## src/rtl/uart_tx_pkg.sv

```systemverilog
package uart_tx_pkg;
  typedef enum logic [2:0] {
    ST_IDLE,
    ST_START,
    ST_DATA,
    ST_STOP,
    ST_BREAK,
    ST_MARK
  } tx_state_e;
endpackage

```

## src/rtl/uart_tx_bit_timer.sv

```systemverilog
module uart_tx_bit_timer #(
  parameter int OVERSAMPLE = 16
) (
  input  logic clk_i,
  input  logic rst_ni,
  input  logic clr_i,
  input  logic en_i,
  input  logic x1_i,
  output logic tick_o
);
  localparam int CNT_W = (OVERSAMPLE > 1) ? $clog2(OVERSAMPLE) : 1;
  localparam logic [CNT_W-1:0] LAST = CNT_W'(OVERSAMPLE - 1);

  logic [CNT_W-1:0] cnt_q;

  assign tick_o = en_i && (x1_i || (cnt_q == LAST));

  always_ff @(posedge clk_i or negedge rst_ni) begin
    if (!rst_ni)        cnt_q <= '0;
    else if (clr_i)     cnt_q <= '0;
    else if (en_i) begin
      if (cnt_q == LAST) cnt_q <= '0;
      else               cnt_q <= cnt_q + 1'b1;
    end
  end
endmodule

```

## src/rtl/uart_tx_hold.sv

```systemverilog
module uart_tx_hold #(
  parameter int DATA_W = 8
) (
  input  logic              clk_i,
  input  logic              rst_ni,
  input  logic              clr_i,
  input  logic              wr_i,
  input  logic [DATA_W-1:0] wr_data_i,
  input  logic              load_i,
  output logic              full_o,
  output logic [DATA_W-1:0] data_o
);
  always_ff @(posedge clk_i or negedge rst_ni) begin
    if (!rst_ni) begin
      full_o <= 1'b0;
      data_o <= '0;
    end else if (clr_i) begin
      full_o <= 1'b0;
    end else if (wr_i) begin
      full_o <= 1'b1;
      data_o <= wr_data_i;
    end else if (load_i) begin
      full_o <= 1'b0;
    end
  end
endmodule

```

## src/rtl/uart_tx_framer.sv

```systemverilog
module uart_tx_framer
  import uart_tx_pkg::*;
#(
  parameter int DATA_W = 8
) (
  input  logic              clk_i,
  input  logic              rst_ni,
  input  logic              clr_i,
  input  logic              tick_i,
  input  logic              two_stop_i,
  input  logic              hold_full_i,
  input  logic [DATA_W-1:0] hold_data_i,
  input  logic              brk_pend_i,
  output logic              load_o,
  output logic              idle_o,
  output logic              txd_o
);
  localparam int BC_W = (DATA_W > 1) ? $clog2(DATA_W) : 1;

  tx_state_e         state_q;
  logic [DATA_W-1:0] shreg_q;
  logic [BC_W-1:0]   bcnt_q;
  logic              extra_stop_q;
  logic              frame_end;
  logic              decide;

  // frame boundary: pick next char, then break, then idle
  assign frame_end = (state_q == ST_STOP) && !extra_stop_q;
  assign decide    = tick_i && !clr_i &&
                     (state_q == ST_IDLE || state_q == ST_MARK || frame_end);
  assign load_o    = decide && hold_full_i;
  assign idle_o    = (state_q == ST_IDLE);

  always_ff @(posedge clk_i or negedge rst_ni) begin
    if (!rst_ni) begin
      state_q      <= ST_IDLE;
      shreg_q      <= '0;
      bcnt_q       <= '0;
      extra_stop_q <= 1'b0;
      txd_o        <= 1'b1;
    end else if (clr_i) begin
      state_q      <= ST_IDLE;
      extra_stop_q <= 1'b0;
      txd_o        <= 1'b1;
    end else if (decide) begin
      if (hold_full_i) begin
        state_q <= ST_START;
        shreg_q <= hold_data_i;
        txd_o   <= 1'b0;
      end else if (brk_pend_i) begin
        state_q <= ST_BREAK;
        txd_o   <= 1'b0;
      end else begin
        state_q <= ST_IDLE;
        txd_o   <= 1'b1;
      end
    end else if (tick_i) begin
      case (state_q)
        ST_START: begin
          state_q <= ST_DATA;
          txd_o   <= shreg_q[0];
          shreg_q <= shreg_q >> 1;
          bcnt_q  <= BC_W'(DATA_W - 1);
        end
        ST_DATA: begin
          if (bcnt_q == '0) begin
            state_q      <= ST_STOP;
            txd_o        <= 1'b1;
            extra_stop_q <= two_stop_i;
          end else begin
            txd_o   <= shreg_q[0];
            shreg_q <= shreg_q >> 1;
            bcnt_q  <= bcnt_q - 1'b1;
          end
        end
        ST_STOP:  extra_stop_q <= 1'b0;
        ST_BREAK: begin
          if (!brk_pend_i) begin
            state_q <= ST_MARK;
            txd_o   <= 1'b1;
          end
        end
        default: ;
      endcase
    end
  end
endmodule

```

## src/rtl/uart_tx_brk.sv

```systemverilog
module uart_tx_brk #(
  parameter int DATA_W     = 8,
  parameter int OVERSAMPLE = 16
) (
  input  logic              clk_i,
  input  logic              rst_ni,
  input  logic              clk_en_i,
  input  logic              x1_mode_i,
  input  logic              two_stop_i,
  input  logic              wr_i,
  input  logic [DATA_W-1:0] wr_data_i,
  input  logic              en_cmd_i,
  input  logic              dis_cmd_i,
  input  logic              rst_cmd_i,
  input  logic              brk_on_i,
  input  logic              brk_off_i,
  output logic              txd_o,
  output logic              tx_rdy_o,
  output logic              tx_emt_o
);
  logic              enabled_q;
  logic              brk_pend_q;
  logic              bit_tick;
  logic              hold_full;
  logic [DATA_W-1:0] hold_data;
  logic              load;
  logic              line_idle;
  logic              wr_accept;

  assign tx_rdy_o  = enabled_q && !hold_full;
  assign tx_emt_o  = tx_rdy_o && line_idle;
  assign wr_accept = wr_i && tx_rdy_o;

  // reset > disable > enable; stop-break wins over start-break
  always_ff @(posedge clk_i or negedge rst_ni) begin
    if (!rst_ni) begin
      enabled_q  <= 1'b0;
      brk_pend_q <= 1'b0;
    end else if (rst_cmd_i) begin
      enabled_q  <= 1'b0;
      brk_pend_q <= 1'b0;
    end else begin
      if (dis_cmd_i)     enabled_q <= 1'b0;
      else if (en_cmd_i) enabled_q <= 1'b1;
      if (brk_off_i)                   brk_pend_q <= 1'b0;
      else if (brk_on_i && enabled_q)  brk_pend_q <= 1'b1;
    end
  end

  uart_tx_bit_timer #(
    .OVERSAMPLE(OVERSAMPLE)
  ) i_timer (
    .clk_i (clk_i),
    .rst_ni(rst_ni),
    .clr_i (rst_cmd_i),
    .en_i  (clk_en_i),
    .x1_i  (x1_mode_i),
    .tick_o(bit_tick)
  );

  uart_tx_hold #(
    .DATA_W(DATA_W)
  ) i_hold (
    .clk_i    (clk_i),
    .rst_ni   (rst_ni),
    .clr_i    (rst_cmd_i),
    .wr_i     (wr_accept),
    .wr_data_i(wr_data_i),
    .load_i   (load),
    .full_o   (hold_full),
    .data_o   (hold_data)
  );

  uart_tx_framer #(
    .DATA_W(DATA_W)
  ) i_framer (
    .clk_i      (clk_i),
    .rst_ni     (rst_ni),
    .clr_i      (rst_cmd_i),
    .tick_i     (bit_tick),
    .two_stop_i (two_stop_i),
    .hold_full_i(hold_full),
    .hold_data_i(hold_data),
    .brk_pend_i (brk_pend_q),
    .load_o     (load),
    .idle_o     (line_idle),
    .txd_o      (txd_o)
  );
endmodule

```

## config.mk

```make
export PLATFORM = sky130hd
export DESIGN_NAME = uart_tx_brk
export DESIGN_NICKNAME = d
export VERILOG_FILES = /design/src/rtl/uart_tx_pkg.sv /design/src/rtl/uart_tx_bit_timer.sv /design/src/rtl/uart_tx_hold.sv /design/src/rtl/uart_tx_framer.sv /design/src/rtl/uart_tx_brk.sv
export SDC_FILE = /design/constraint.sdc
export NUM_CORES = 1
export LEC_CHECK = 0
export BUFFER_PORTS_ARGS = -buffer_cell sky130_fd_sc_hd__buf_2
export CAP_MARGIN = 10
export CORE_ASPECT_RATIO = 1.1
export CORE_MARGIN = 8
export CORE_UTILIZATION = 53
export DETAILED_ROUTE_END_ITERATION = 10
export PLACE_DENSITY = 0.74
export SKIP_CTS_REPAIR_TIMING = 1
export SYNTH_ARGS = -nofsm -noshare
export SYNTH_HDL_FRONTEND = slang
export SYNTH_SLANG_ARGS = --single-unit
```

## constraint.sdc

```tcl
create_clock -name clk_i -period 2.4 [get_ports clk_i]
set_input_delay 0 -clock clk_i [delete_from_list [all_inputs] [get_ports clk_i]]
set_output_delay 0 -clock clk_i [all_outputs]
set_load 0.02 [all_outputs]
```

==> impl_metrics.toml <==
[run_status]
outcome = "finished, violations left"
violations = "hold timing"

[floorplan]
dieArea_um2 = 5320
coreArea_um2 = 3070
die_w_um = 70.2
ioPinCount = 22
num_rows = 21
start_util_pct = 55.8
die_y_um = 75.7

[final_layout]
most-common-layout-cells = "30 x dfrtp_1, 21 x buf_2, 15 x nor2_1"
drive_above_1_share_pct = 24.6
syn2layout_area_growth_pct = 17.3
fin_area_um2 = 2010
final_cells = 229
antenna_cells = 0
fin_nets = 216
fillerInstances = 254
final_common_cell = "dfrtp_1"

[pwr]
comb_power_share_pct = 24.9
p_sw_share_pct = 29.7
power_w = 0.00126
switchingPower_w = 0.000374
power_density_nw_per_um2 = 626
seq_power_share_pct = 52.8
cellInternalPower_w = 0.000886
clockPowerShare_pct = 22.3
worst_ir_drop_vdd_mv = 0.434
power_leakage_nw = 0.918

[synthesis]
synth-seq-cells = 31
synth_cell_type_count = 47
synth_top_family_by_area = "multiplexers"
synth_xor_area_share_pct = 1.97
synth_nets = 181
synthAdderAreaFrac_pct = 3.36
synth_edf_count = 0
synth.avg_cell_area_um2 = 10.8
synthArstFlopShare_pct = 100
ys_warn_count = 0
yosys.area_share.simple_pct = 15.3
syn_inst = 159
yosys_most_used_dff = "dfrtp_1"
synthesis.area_um2 = 1720
synth.mux.area_fraction_pct = 15.6
synth_compound_gate_area_share_pct = 14.8
yosysSeqAreaShare_pct = 45.3

[sta]
finalSetupViolCount = 0
period_needed_ns = 2.09
final.setup.worst_slack_ns = 0.306
tns_ns = 0
timing_hold_violations_final = 1
timing.fmax_ghz = 0.478
whs_ns = -0.0281
drv_slew = 0
tightestPinTransition_ns = 0.684
fin_crit_sh_pct = 87.2
rsz0062_at_grt = "false"
maxSlewHeadroom_pct = 54.4
clock-skew-final_ns = 0.00632

[critical_path]
path_cells = "inv_1 > ha_1 > nand2b_1 > nand3b_1 > a2111oi_4 > a31oi_4 > mux2_1"
required_ns = 2.60
crit_cells = 7
path_delay_family = "compound AO/OA/AOI/OAI gates"
crit_start = "i_framer.bcnt_q[0]"
worstReg2RegStart = "i_framer.bcnt_q[0]"
cpMaxStageDelayCell = "a2111oi_4"
critical_path_class = "register to register"
end_kind = "register"
cp-start-kind = "register"
slowest_delay_ns = 0.58
arrival_ns = 2.30
crit_fanout = 8
reg2reg_depth = 7
critPathBufInv = 1

[drt]
drtIter0Drc = 127
via_per_inst = 5.61
wl_per_cell_um = 15.5
drc = 0
vias = 1284
totalWireLength_mm = 3.55
drtPass1Iterations = 4
antenna_left = 0

[clock_tree]
cts_root_buf = "clkbuf_4"
clockBufferDepth = 2
cts.sinks = 31
clk_pin_slew_ns = 0.09
cts-htree-levels = 2
cts-buffers-inserted = 5
clk_latency_ns = 0.32
cts_tree = "done"

[global_routing]
top_usage_layer = "met2"
antenna_found_initial = 0
grt_pass1_wl_mm = 5.96
overflow = 0
met3_usage_pct = 4.30
grt_start_max_net_pins = 32
use_met2_pct = 25.2
track_usage_pct = 14.1
grtUsageMet1_pct = 15.9
grt_pass1_vias = 1301

[placement]
dp.final_hpwl_mm = 2.51
preCtsSetupSlack_ns = 0.311
io_buffers = 21
place.gp.congestion = 0.837
dpl-instance-area_um2 = 1840
dpl.cell_count = 209

[min_path]
whs_path_depth = 3
min_from = "brk_on_i"
hold_path_class = "input pin to register"

[run]
cap_violations = 0
==> stage by stage <==
step | hold WS, ns | utilization [%]
2_1_floorplan | -0.296 | -
3_3_place_gp | 0.0798 | 59.9
3_5_place_dp | 0.0890 | 59.9
4_1_cts | -0.268 | 61.5
5_1_grt | 0.00212 | 65.4
6_report | -0.0281 | 65.4
==> path summary, 6_finish.rpt <==
path	endpoint	slack (ns)
max reg2reg	i_framer.shreg_q[3]	0.31
min reg2reg	i_framer.shreg_q[2]	0.50
max	i_framer.shreg_q[3]	0.31
min in group asynchronous	brk_pend_q	0.25
min	brk_pend_q	-0.03
max in group asynchronous	i_framer.shreg_q[0]	1.70
==> power groups by stage <==
stage | Combinational, W | Sequential [W] | Clock, W
floorplan | 0.000231 | 0.000657 | 0
global placement | 0.000284 | 0.000672 | 0
detailed placement | 0.000299 | 0.000674 | 0
CTS | 0.000302 | 0.000665 | 0.000294
global route | 0.000355 | 0.000679 | 0.000318
finish | 0.000314 | 0.000665 | 0.000281
==> cells in the mapped netlist (all sizes together) (3+ instances only) <==
master	n	area share, %
nor2	15	3.3
o21ai	6	2.0
or3	3	1.1
mux2	22	14
nand2	9	2.1
nor3	3	0.88
ha	3	2.2
buf	4	1.7
nor2b	3	1.1
inv	5	1.1
a21oi	9	2.6
nand2b	7	2.7
clkbuf	4	0.88
dfrtp	30	44
==> kinds of logic (layout without fill, tap and decap cells) <==
logic type	count (synthesis)	in the layout
compound gates	33	33
buf+inv	13	49
xor+xnor	3	3
fa+ha+maj	5	5
flops	31	31
simple gates	50	50
mux	24	24
==> sequential cells by signal, indices dropped and copies added, names as in the netlist <==
name / flops
i_framer.extra_stop_q: 1
i_framer.shreg_q: 8
i_framer.txd_o: 1
i_hold.full_o: 1
i_framer.bcnt_q: 3
i_framer.state_q: 3
i_hold.data_o: 8
enabled_q: 1
i_timer.cnt_q: 4
brk_pend_q: 1
==> per-layer routing <==
metal / vias up / part of all wire [%]
met5: - / 0
met4: 0 / 1.2
met3: 5 / 4.0
met2: 25 / 53
met1: 615 / 42
li1: 639 / -
==> layout make-up <==
cell class / instances / area (µm²) / area share, %
Inverter: 5 / 18.8 / 0.933
Clock inverter: 1 / 5.00 / 0.249
Multi-Input combinational cell: 115 / 876 / 43.5
Clock buffer: 7 / 45.0 / 2.24
Sequential cell: 31 / 777 / 38.6
Timing Repair Buffer: 36 / 248 / 12.3
Tap cell: 34 / 42.5 / 2.11
==> tightest hold or removal path: cells and delay by family <==
kind            cells  cell delay [ns]
simple gates        1             0.11
buf+inv             1             0.08
compound gates      1             0.05
No activity file was read; power rests on OpenSTA's default activity.
